File: src/rtl/rb_pkg.sv
package rb_pkg;
  localparam int unsigned CMD_W   = 64;
  localparam int unsigned DATA_W  = 32;
  localparam int unsigned IDX_LO  = 32;
  localparam int unsigned IDX_W   = 3;
  localparam int unsigned RD_BIT  = 56;
  localparam int unsigned OP_LO   = 57;
  localparam int unsigned OP_W    = 4;
  localparam int unsigned VLD_BIT = 63;
  localparam logic [OP_W-1:0] OP_REG_ACCESS = 4'd6;

  typedef enum logic [IDX_W-1:0] {
    IX_SADDR     = 3'd0,
    IX_DATA      = 3'd1,
    IX_CTRL      = 3'd2,
    IX_CLK_STAT  = 3'd3,
    IX_SADDR_EXT = 3'd4,
    IX_RSV5      = 3'd5,
    IX_RSV6      = 3'd6,
    IX_ENG_RST   = 3'd7
  } idx_e;

  typedef struct packed {
    logic hit;
    logic rd;
    idx_e idx;
  } acc_s;
endpackage

File: src/rtl/rb_decode.sv
module rb_decode
  import rb_pkg::*;
(
  input  logic [OP_W-1:0]  op,
  input  logic             rd,
  input  logic [IDX_W-1:0] idx,
  output acc_s             acc
);
  logic idx_ok;

  always_comb begin
    acc.rd  = rd;
    acc.idx = idx_e'(idx);
    unique case (idx_e'(idx))
      IX_RSV5, IX_RSV6: idx_ok = 1'b0;
      IX_ENG_RST:       idx_ok = !rd;
      default:          idx_ok = 1'b1;
    endcase
    acc.hit = (op == OP_REG_ACCESS) && idx_ok;
  end
endmodule

File: src/rtl/rb_handshake.sv
module rb_handshake #(
  parameter int unsigned WAIT_CYC = 2
) (
  input  logic clk,
  input  logic rst_n,
  input  logic cmd_we,
  input  logic cmd_vld,
  output logic accept,
  output logic done,
  output logic busy
);
  localparam int unsigned CW = (WAIT_CYC < 2) ? 1 : $clog2(WAIT_CYC);
  localparam logic [CW-1:0] CNT_LOAD = CW'(WAIT_CYC - 1);

  logic          busy_q, busy_d;
  logic [CW-1:0] cnt_q, cnt_d;
  logic          en;

  assign accept = cmd_we && cmd_vld && !busy_q;
  assign done   = busy_q && (cnt_q == '0);
  assign busy   = busy_q;

  always_comb begin
    busy_d = busy_q;
    cnt_d  = cnt_q;
    if (accept) begin
      busy_d = 1'b1;
      cnt_d  = CNT_LOAD;
    end else if (done) begin
      busy_d = 1'b0;
    end else if (busy_q) begin
      cnt_d  = cnt_q - 1'b1;
    end
  end

  assign en = accept || busy_q;

  always_ff @(posedge clk or negedge rst_n) begin
    if (!rst_n) begin
      busy_q <= 1'b0;
      cnt_q  <= '0;
    end else if (en) begin
      busy_q <= busy_d;
      cnt_q  <= cnt_d;
    end
  end
endmodule

File: src/rtl/rb_regs.sv
module rb_regs
  import rb_pkg::*;
#(
  parameter int unsigned REG_W = 8
) (
  input  logic             clk,
  input  logic             rst_n,
  input  logic             wr_en,
  input  idx_e             idx,
  input  logic [REG_W-1:0] wdata,
  input  logic [REG_W-1:0] status,
  output logic [REG_W-1:0] rd_val,
  output logic [REG_W-1:0] slave_addr,
  output logic [REG_W-1:0] data,
  output logic [REG_W-1:0] ctrl,
  output logic [REG_W-1:0] clkdiv,
  output logic [REG_W-1:0] slave_addr_ext,
  output logic             soft_reset
);
  localparam int unsigned NSLOT = 5;

  logic [NSLOT-1:0] stb;
  logic [REG_W-1:0] slot_q [NSLOT];
  logic             srst_q, srst_d;

  for (genvar g = 0; g < NSLOT; g++) begin : g_slot
    assign stb[g] = wr_en && (int'(idx) == g);
    always_ff @(posedge clk or negedge rst_n) begin
      if (!rst_n)      slot_q[g] <= '0;
      else if (stb[g]) slot_q[g] <= wdata;
    end
  end

  always_comb begin
    unique case (idx)
      IX_SADDR:     rd_val = slot_q[0];
      IX_DATA:      rd_val = slot_q[1];
      IX_CTRL:      rd_val = slot_q[2];
      IX_CLK_STAT:  rd_val = status;
      IX_SADDR_EXT: rd_val = slot_q[4];
      default:      rd_val = '0;
    endcase
  end

  assign srst_d = wr_en && (idx == IX_ENG_RST);

  always_ff @(posedge clk or negedge rst_n) begin
    if (!rst_n) srst_q <= 1'b0;
    else        srst_q <= srst_d;
  end

  assign slave_addr     = slot_q[0];
  assign data           = slot_q[1];
  assign ctrl           = slot_q[2];
  assign clkdiv         = slot_q[3];
  assign slave_addr_ext = slot_q[4];
  assign soft_reset     = srst_q;

  // the engine reset strobe never lasts two cycles
  assert_rst_pulse_R6: assert property (@(posedge clk) disable iff (!rst_n)
    srst_q |=> !srst_q);
endmodule

File: src/rtl/mailbox_reg_bridge.sv
module mailbox_reg_bridge
  import rb_pkg::*;
#(
  parameter int unsigned REG_W    = 8,
  parameter int unsigned WAIT_CYC = 2
) (
  input  logic             clk,
  input  logic             rst_n,
  input  logic             cmd_we,
  input  logic [63:0]      cmd_wdata,
  output logic [63:0]      mbox_rdata,
  input  logic [REG_W-1:0] eng_status,
  output logic [REG_W-1:0] cfg_slave_addr,
  output logic [REG_W-1:0] cfg_data,
  output logic [REG_W-1:0] cfg_ctrl,
  output logic [REG_W-1:0] cfg_clkdiv,
  output logic [REG_W-1:0] cfg_slave_addr_ext,
  output logic             eng_soft_reset
);
  logic [1:0]       rst_sync_q;
  logic             rst_ni;
  logic [CMD_W-1:0] mbox_q, mbox_d;
  logic             mbox_en;
  logic             accept, done, busy;
  acc_s             acc;
  logic [REG_W-1:0] rd_val;
  logic             reg_wr;

  // asynchronous assertion, synchronous release
  always_ff @(posedge clk or negedge rst_n) begin
    if (!rst_n) rst_sync_q <= 2'b00;
    else        rst_sync_q <= {rst_sync_q[0], 1'b1};
  end
  assign rst_ni = rst_sync_q[1];

  rb_handshake #(.WAIT_CYC(WAIT_CYC)) u_hs (
    .clk     (clk),
    .rst_n   (rst_ni),
    .cmd_we  (cmd_we),
    .cmd_vld (cmd_wdata[VLD_BIT]),
    .accept  (accept),
    .done    (done),
    .busy    (busy)
  );

  rb_decode u_dec (
    .op  (mbox_q[OP_LO +: OP_W]),
    .rd  (mbox_q[RD_BIT]),
    .idx (mbox_q[IDX_LO +: IDX_W]),
    .acc (acc)
  );

  assign reg_wr = done && acc.hit && !acc.rd;

  rb_regs #(.REG_W(REG_W)) u_regs (
    .clk            (clk),
    .rst_n          (rst_ni),
    .wr_en          (reg_wr),
    .idx            (acc.idx),
    .wdata          (mbox_q[REG_W-1:0]),
    .status         (eng_status),
    .rd_val         (rd_val),
    .slave_addr     (cfg_slave_addr),
    .data           (cfg_data),
    .ctrl           (cfg_ctrl),
    .clkdiv         (cfg_clkdiv),
    .slave_addr_ext (cfg_slave_addr_ext),
    .soft_reset     (eng_soft_reset)
  );

  always_comb begin
    mbox_d = mbox_q;
    if (accept) begin
      mbox_d = cmd_wdata;
    end else if (done) begin
      mbox_d[VLD_BIT] = 1'b0;
      if (!acc.hit)
        mbox_d[DATA_W-1:0] = '0;
      else if (acc.rd)
        mbox_d[DATA_W-1:0] = DATA_W'(rd_val);
    end
  end

  assign mbox_en = accept || done;

  always_ff @(posedge clk or negedge rst_ni) begin
    if (!rst_ni)      mbox_q <= '0;
    else if (mbox_en) mbox_q <= mbox_d;
  end

  assign mbox_rdata = mbox_q;

  // mailbox valid agrees with the handshake, stays up after rising, drops at completion
  assert_vld_tracks_R3: assert property (@(posedge clk) disable iff (!rst_ni)
    mbox_q[VLD_BIT] == busy);
  assert_vld_hold_R3: assert property (@(posedge clk) disable iff (!rst_ni)
    $rose(mbox_q[VLD_BIT]) |=> mbox_q[VLD_BIT]);
  assert_vld_clear_R3: assert property (@(posedge clk) disable iff (!rst_ni)
    done |=> !mbox_q[VLD_BIT]);
  // writes during a pending access do not touch the mailbox
  assert_busy_ignore_R4: assert property (@(posedge clk) disable iff (!rst_ni)
    (mbox_q[VLD_BIT] && !done && cmd_we) |=> $stable(mbox_q));
  // upper fields survive completion
  assert_fields_keep_R10: assert property (@(posedge clk) disable iff (!rst_ni)
    done |=> (mbox_q[62:32] == $past(mbox_q[62:32])));
  // unused codes are inert and return zero
  assert_unused_inert_R9: assert property (@(posedge clk) disable iff (!rst_ni)
    (done && !acc.hit) |=> (mbox_q[DATA_W-1:0] == '0) && !eng_soft_reset &&
      $stable({cfg_slave_addr, cfg_data, cfg_ctrl, cfg_clkdiv, cfg_slave_addr_ext}));
  // a read of index 3 returns the engine status
  assert_rd_status_R8: assert property (@(posedge clk) disable iff (!rst_ni)
    (done && acc.hit && acc.rd && acc.idx == IX_CLK_STAT) |=>
      (mbox_q[DATA_W-1:0] == DATA_W'($past(eng_status))));
endmodule

File: config.mk
export PLATFORM = sky130hd
export DESIGN_NAME = mailbox_reg_bridge
export DESIGN_NICKNAME = d
export VERILOG_FILES = /design/src/rtl/rb_pkg.sv /design/src/rtl/rb_decode.sv /design/src/rtl/rb_handshake.sv /design/src/rtl/rb_regs.sv /design/src/rtl/mailbox_reg_bridge.sv
export SDC_FILE = /design/constraint.sdc
export NUM_CORES = 1
export LEC_CHECK = 0
export ABC_AREA = 1
export ABC_CLOCK_PERIOD_IN_PS = 9470
export CAP_MARGIN = 20
export CORE_MARGIN = 8
export CORE_UTILIZATION = 23
export DETAILED_ROUTE_END_ITERATION = 6
export GPL_ROUTABILITY_DRIVEN = 0
export GPL_TIMING_DRIVEN = 0
export PLACE_DENSITY = 0.54
export SYNTH_ARGS = -nofsm -noshare
export SYNTH_HDL_FRONTEND = slang
export SYNTH_HIERARCHICAL = 1
export SYNTH_SLANG_ARGS = --single-unit
export TNS_END_PERCENT = 20
File: constraint.sdc
create_clock -name clk -period 9.47 [get_ports clk]
set_input_delay 1.4205 -clock clk [delete_from_list [all_inputs] [get_ports clk]]
set_output_delay 1.4205 -clock clk [all_outputs]
set_load 0.05 [all_outputs]
* After elaboration in Yosys (flattened, before gate mapping) *
Index checks and enable logic that the tools add are counted.
W data, S select, Z words.

operators by class
  $add $sub $neg = 1
  equality and inequality tests = 14
  mux-type cells = 12
  bitwise logic cells = 1
  reduce and logical (&&, ||, !) cells = 26

operator list
  cell                   number
  $mux W32               4
  $pmux W8 S5            1
  $eq A3 B3 Y1 const B   7
  $logic_and A1 B1 Y1    12
  $eq A3 B2 Y1 const B   3
  $logic_not A3 Y1       2
  $mux W1                6
  $reduce_and A2 Y1      3
  $reduce_and A3 Y1      2
  $eq A4 B3 Y1 const B   1
  $reduce_bool A2 Y1     2
  $eq A3 B1 Y1 const B   1
  $ne A3 B3 Y1 const B   1
  $logic_not A1 Y1       2
  $logic_or A1 B1 Y1     2
  $ne A2 B2 Y1 const B   1
  $pmux W1 S2            1
  $reduce_or A2 Y1       1
  $not A1 Y1             1
  $sub A1 B1 Y1 const B  1

word-level totals
  flip-flop bits (word level) = 109
  input port bits = 75
  logic and storage cells = 66

* Logic depth before layout (Yosys ltp) *
Gate-level depths: netlist of the first run.

  depth in word-level cells = 7
  mapped depth = 12
  depth with buffers taken out = 10

* By module *
Netlist of the first run, hierarchy kept.

by module, submodules not included
  module              instances  cells each  area each (um2)  seq. area each (um2)
  mailbox_reg_bridge  1          305         2631.3           1651.6
  rb_regs             1          262         2112.0           1026.0
  rb_handshake        1          10          86.3             50.0
  rb_decode           1          15          82.6             0.0

* Worst setup path after synthesis of the first run *
No wires, ideal clock.

  path kind = input -> register
  from = input port cmd_we
  to = register mbox_q[36] (netlist: mbox_rdata[36])
  setup time = 0.119 ns
  arrival time = 2.074 ns
  required time = 9.351 ns
  setup slack = 7.277 ns
  cell stages on the path = 7
  cells stage by stage = nand3_2 > inv_1 > inv_1 > buf_2 > buf_6 > nand2_1 > nand2_1

between the ends
  cells in the longest elaborated chain, start to end = 4

ends and longest elaborated chain
  item                                   RTL line                  source
  start, declared                        mailbox_reg_bridge.sv:9   input logic cmd_we,
  $logic_and A1 B1 Y1 (*) (2 in series)  rb_handshake.sv:19        assign accept = cmd_we && cmd_vld && !busy_q;
  net accept                             mailbox_reg_bridge.sv:24  logic accept, done, busy;
  $logic_or A1 B1 Y1                     mailbox_reg_bridge.sv:84  assign mbox_en = accept || done;
  $reduce_and A2 Y1 (no line) (*)        n/a
  end signal, assigned                   mailbox_reg_bridge.sv:88  else if (mbox_en) mbox_q <= mbox_d;
  end, declared                          mailbox_reg_bridge.sv:22  logic [CMD_W-1:0] mbox_q, mbox_d;

The timed path passes the listed nets; every way through them passes the cells marked *.
A chain may end at the register's enable or synchronous reset.

* Worst setup path after layout of the first run *
  from = register mbox_q[1] (netlist: mbox_rdata[1])
  to = output port mbox_rdata[1]

RTL lines
  item           RTL line                  source
  end, declared  mailbox_reg_bridge.sv:11  output logic [63:0] mbox_rdata,

No word-level cell between the ends.

==> impl_metrics.toml, run 1 <==
[global_route]
antenna_found_initial = 0
grt_pass1_vias = 4766
grt_pass1_wl_mm = 27.03
grt_overflow = 0
grt_max_degree = 58
grt_use_total_pct = 13.25

[route]
detail_route.wl_per_cell_um = 16.29
drc = 0
first_pass_iters = 5
vias_per_cell = 4.185
drt_iter0_markers = 287
ant_nets = 0
routed_wl_mm = 17.32
num_vias = 4449

[power]
p_per_area_mw_per_mm2 = 264.6
cellLeakagePower_uw = 0.003706
irDropWorstVdd_mv = 0.1376

[finish]
final_cell_mix = "337 x nand2_1, 179 x clkdlybuf4s50_1, 108 x dfrtp_1, 32 x nand3_1, 19 x o21ai_0"
antenna_cells = 0
layout.nets = 858
utilization_pct = 35.24
synthToLayoutAreaGrowth_pct = 50.79
fin_area_mm2 = 0.007407
drive_gt1_share_pct = 9.010
layout_commonest_cell = "nand2_1"

[floorplan]
die_area_mm2 = 0.02629
io_pins = 180
start_util_pct = 23.37
design.core.area_mm2 = 0.02102
fp.dieW_um = 162.1
fp-row-count = 53
fp.dieH_um = 162.1

[cts]
cts_tree = "yes"
cts_htree_levels = 3
cts_root_buf = "clkbuf_16"
clockBufferDepth = 2
cts_sinks = 109
cts_setup_buffers = 0
cts_buffers = 9
cts-resized-gates = 0
cts_hold_buffers = 0
cts.reportedPaths.clkPinSlew_ns = 0.08
clkLatencyLatePin_ns = 0.35

[synth]
synth.lib_cells_used.distinct = 26
yosys-top-cells-area = "dfrtp_1 56%, nand2_1 26%, nand3_1 3.3%, buf_6 2.3%, o21ai_0 1.9%"
synthesis.nets = 667
syn_avg_cell_area_um2 = 8.298
synth_top_cell_area_share_pct = 55.53
yosysTopAreaCell = "dfrtp_1"
synth_cells = 592
seq_area_frac_synth_pct = 55.53
synthesis.area_mm2 = 0.004912
yosys_warnings = 6
ys_seq_elements = 109

[hold_path]
hp-start = "rst_sync_q[0]$_DFF_PN0_"
hp-class = "reg2reg"

[timing]
fin_tns_setup_ns = 0
slew_viol_final = 0
clock-skew-final_ns = 0.01032
setup_viol = 0
worstMarginPinSlew_ns = 0.7288
slew_headroom_pct = 51.41
rsz0062_at_grt = "no"
post-route-min-period_ns = 3.307
hold_viol = 0
max_freq_ghz = 0.3024
fin_crit_sh_pct = 34.92

[placed_design]
hpwl_mm = 12.87
dpl_cell_area_mm2 = 0.007079
port_buffers = 179

[worst_setup_path]
timing.critical_path.buf_inv = 1
cp_cell_sequence = "clkdlybuf4s50_1"
timing.rr.end = "u_regs/slave_addr[2]$_DFFE_PN0P_"
cp-end-kind = "output port"
critPathLaunchType = "flop"
path_class = "reg2out"
critPathTopFamily = "buffers and inverters"
crit_required_ns = 8.05
slowest_delay_ns = 0.90
path_depth = 1
cpMaxStageDelayCell = "clkdlybuf4s50_1"
worstReg2RegStart = "mbox_rdata[33]$_DFFE_PN0P_"
crit_fanout = 7
r2r_cells = 10
crit_start = "mbox_rdata[1]$_DFFE_PN0P_"
rrSetupSlack_ns = 7.18
worstPathArrival_ns = 1.89
endpoint = "mbox_rdata[1]"

[run]
cap_violations = 0

[run_status]
status = "completed"
layout make-up:
class,count,area [um2]
multi-input cells,439,1907
repair buffers,180,1819
fillers,2226,13610
plain buffers,27,206.4
flip-flops and latches,109,2731
clock inverters,7,102.6
inverters,17,71.32
clock buffers,9,225.2
well taps,275,344.1
routing by layer:
metal / wire, um / up-vias / share of wire [%] / global-route usage, %
met5: 0 / - / 0 / 0
met4: 233 / 0 / 1.3 / 3.956
met3: 2042 / 16 / 12 / 5.897
met2: 7500 / 173 / 43 / 20.54
met1: 7539 / 2041 / 44 / 16.27
li1: - / 2219 / - / -
worst min-delay path by stage:
stage,to,slack [ns],depth (start not counted)
2_1_floorplan,rst_sync_q[1]$_DFF_PN0_,0.33,0
3_3_place_gp,rst_sync_q[1]$_DFF_PN0_,0.33,0
3_5_place_dp,rst_sync_q[1]$_DFF_PN0_,0.34,0
4_1_cts,rst_sync_q[1]$_DFF_PN0_,0.36,0
5_1_grt,rst_sync_q[1]$_DFF_PN0_,0.37,0
6_report,rst_sync_q[1]$_DFF_PN0_,0.35,0
logic make-up after synthesis:
| logic type | share of synthesized area [%] |
|---|---|
| buffers and inverters | 5.655 |
| flip-flops | 55.53 |
| other | 0.07634 |
| AO/OA/AOI/OAI | 3.082 |
| AND/OR/NAND/NOR | 35.66 |
Yosys cell counts, drive strengths merged:
cell    number
dfrtp      109
inv         17
nor4         1
clkbuf       3
conb         1
a22o         1
nand3       34
nand2      343
o21ai       25
nor2        24
a21oi        2
buf         24
nand4        8
report_power, final:
| group | total, uW | internal, uW | switching (uW) | leakage, uW |
|---|---|---|---|---|
| clock network | 430 | 236 | 194 | 0.000157 |
| logic | 877 | 283 | 594 | 0.00212 |
| registers | 653 | 562 | 90.3 | 0.00143 |
| total | 1960 | 1080 | 878 | 0.00371 |
metrics by stage:
stage / hold WS, ns / total power, uW / instances / setup slack (ns)
3_5_place_dp: 0.3379 / 1548 / 1047 / 6.501
2_1_floorplan: 0.3312 / 1211 / 592 / 6.209
3_3_place_gp: 0.3339 / 1547 / 1046 / 4.548
4_1_cts: 0.3563 / 1987 / 1063 / 6.126
6_report: 0.3531 / 1960 / 1063 / 6.163
5_1_grt: 0.3689 / 2064 / 1063 / 6.124
registers in the layout, summed over array words and instances (netlist names):
name and cells:
mbox_rdata 64, u_regs/clkdiv 8, u_regs/ctrl 8, u_regs/data 8
u_regs/slave_addr 8, u_regs/slave_addr_ext 8, rst_sync_q 2, u_hs/busy 1
u_hs/cnt_q 1, u_regs/soft_reset 1
Power figures use the tool's default switching activity.
==> run 2, diff against run 1 <==
--- a/config.mk
+++ b/config.mk
@@ -6,14 +6,14 @@
 export NUM_CORES = 1
 export LEC_CHECK = 0
 export ABC_AREA = 1
-export ABC_CLOCK_PERIOD_IN_PS = 9470
+export ABC_CLOCK_PERIOD_IN_PS = 3000
 export CAP_MARGIN = 20
 export CORE_MARGIN = 8
 export CORE_UTILIZATION = 23
 export DETAILED_ROUTE_END_ITERATION = 6
 export GPL_ROUTABILITY_DRIVEN = 0
 export GPL_TIMING_DRIVEN = 0
-export PLACE_DENSITY = 0.54
+export PLACE_DENSITY = 0.56
 export SYNTH_ARGS = -nofsm -noshare
 export SYNTH_HDL_FRONTEND = slang
 export SYNTH_HIERARCHICAL = 1
==> constraint.sdc (replaced) <==
create_clock -name clk -period 3 [get_ports clk]
set_input_delay 0.45 -clock clk [delete_from_list [all_inputs] [get_ports clk]]
set_output_delay 0.45 -clock clk [all_outputs]
set_load 0.05 [all_outputs]
==> impl_metrics.toml, run 2 (synthesized netlist as in run 1, its figures left out) <==
[cts]
cts_htree_levels = 3
cts_hold_buffers = 0
cts_root_buf = "clkbuf_16"
clkLatencyLatePin_ns = 0.35
cts_setup_buffers = 0
cts.reportedPaths.clkPinSlew_ns = 0.07
cts_tree = "yes"
cts_sinks = 109
cts-resized-gates = 0
cts_buffers = 9
clockBufferDepth = 2

[run]
cap_violations = 0

[route]
drt_iter0_markers = 276
num_vias = 4484
first_pass_iters = 5
vias_per_cell = 4.222
routed_wl_mm = 17.18
drc = 0
detail_route.wl_per_cell_um = 16.18
ant_nets = 0

[global_route]
grt_use_total_pct = 13.07
grt_overflow = 0
antenna_found_initial = 0
grt_pass1_vias = 4510
grt_max_degree = 58
grt_pass1_wl_mm = 26.35

[worst_setup_path]
critPathLaunchType = "flop"
crit_fanout = 10
r2r_cells = 10
cp-end-kind = "flop"
timing.rr.end = "u_regs/data[3]$_DFFE_PN0P_"
worstReg2RegStart = "mbox_rdata[32]$_DFFE_PN0P_"
worstPathArrival_ns = 2.59
rrSetupSlack_ns = 0.65
crit_required_ns = 3.24
path_class = "reg2reg"

[timing]
max_freq_ghz = 0.4255
slew_headroom_pct = 52.14
worstMarginPinSlew_ns = 0.7178
hold_viol = 0
setup_viol = 0
fin_tns_setup_ns = 0
fin_crit_sh_pct = 78.33
rsz0062_at_grt = "no"
whs_ns = 0.2594
clock-skew-final_ns = 0.007993
slew_viol_final = 0
post-route-min-period_ns = 2.350

[finish]
multi_input_area_mm2 = 0.001907
fill_cells = 2238
drive_gt1_share_pct = 8.895
register_area_mm2 = 0.002731
final_cell_mix = "337 x nand2_1, 179 x clkdlybuf4s50_1, 108 x dfrtp_1, 32 x nand3_1, 19 x o21ai_0"
antenna_cells = 0
synthToLayoutAreaGrowth_pct = 50.23
layout.nets = 858
largest_register_ffs = 64
layout_commonest_cell = "nand2_1"

[hold_path]
hp-class = "in2async"

[placed_design]
port_buffers = 179
hpwl_mm = 12.81

[floorplan]
fp.dieW_um = 162.1
start_util_pct = 23.37
io_pins = 180
fp.dieH_um = 162.1
die_area_mm2 = 0.02629
design.core.area_mm2 = 0.02102
fp-row-count = 53

[run_status]
status = "completed"

[power]
cellLeakagePower_uw = 0.003696
irDropWorstVdd_mv = 0.6044
p_per_area_mw_per_mm2 = 825.7
run 2: worst max-delay path, cell delays in order, from the launching register on:
cell      delay, ns
dfrtp_1        0.44
nor2_1         0.14
nor2_1         0.06
a21oi_2        0.14
buf_2          0.27
nand2_1        0.07
nor2_1         0.37
inv_4          0.18
clkbuf_1       0.27
o21ai_0        0.23
nand2_1        0.07
run 2: worst max path at each step:
stage                                from                                to  slack (ns)  depth (start not counted)
5_1_grt        mbox_rdata[32]$_DFFE_PN0P_  u_regs/slave_addr[2]$_DFFE_PN0P_        0.36                         10
4_1_cts         mbox_rdata[3]$_DFFE_PN0P_                     mbox_rdata[3]        0.64                          1
3_5_place_dp   mbox_rdata[32]$_DFFE_PN0P_  u_regs/slave_addr[2]$_DFFE_PN0P_        0.71                         10
2_1_floorplan  mbox_rdata[32]$_DFFE_PN0P_        u_regs/data[2]$_DFFE_PN0P_        0.82                          9
6_report       mbox_rdata[32]$_DFFE_PN0P_        u_regs/data[3]$_DFFE_PN0P_        0.65                         10
3_3_place_gp      rst_sync_q[1]$_DFF_PN0_        mbox_rdata[43]$_DFFE_PN0P_        0.25                          0
run 2: report_power, final:
part,total [uW],internal [uW],switching [uW]
registers,2070,1780,290
clock network,1250,687,563
logic,2780,894,1880
total,6090,3360,2740
run 2: layout make-up:
cell class              instances  share of cell area, %
plain buffers                  27                  2.798
clock buffers                  11                  3.425
clock inverters                 4                 0.6443
inverters                      17                 0.9664
multi-input cells             439                  25.84
flip-flops and latches        109                  37.01
well taps                     275                  4.663
repair buffers                180                  24.65
run 2: layer usage:
metal  vias up  part of all wire (%)  track usage [%]
li1       2213                     -                -
met1      2060                    42            15.87
met2       196                    44            20.24
met3        15                    12            6.479
met4         0                   1.4            3.367
met5         -                     0                0
run 2: per-stage QoR:
step           power [uW]  area (um2)  cells  util (%)  worst slack [ns]
3_3_place_gp         4884        7049   1046     33.53            0.2462
2_1_floorplan        3823        4913    592         -            0.8161
4_1_cts              6172        7380   1062     35.11            0.6431
3_5_place_dp         4891        7079   1047     33.68            0.7058
6_report             6094        7380   1062     35.11            0.6500
5_1_grt              6397        7380   1062     35.11            0.3594
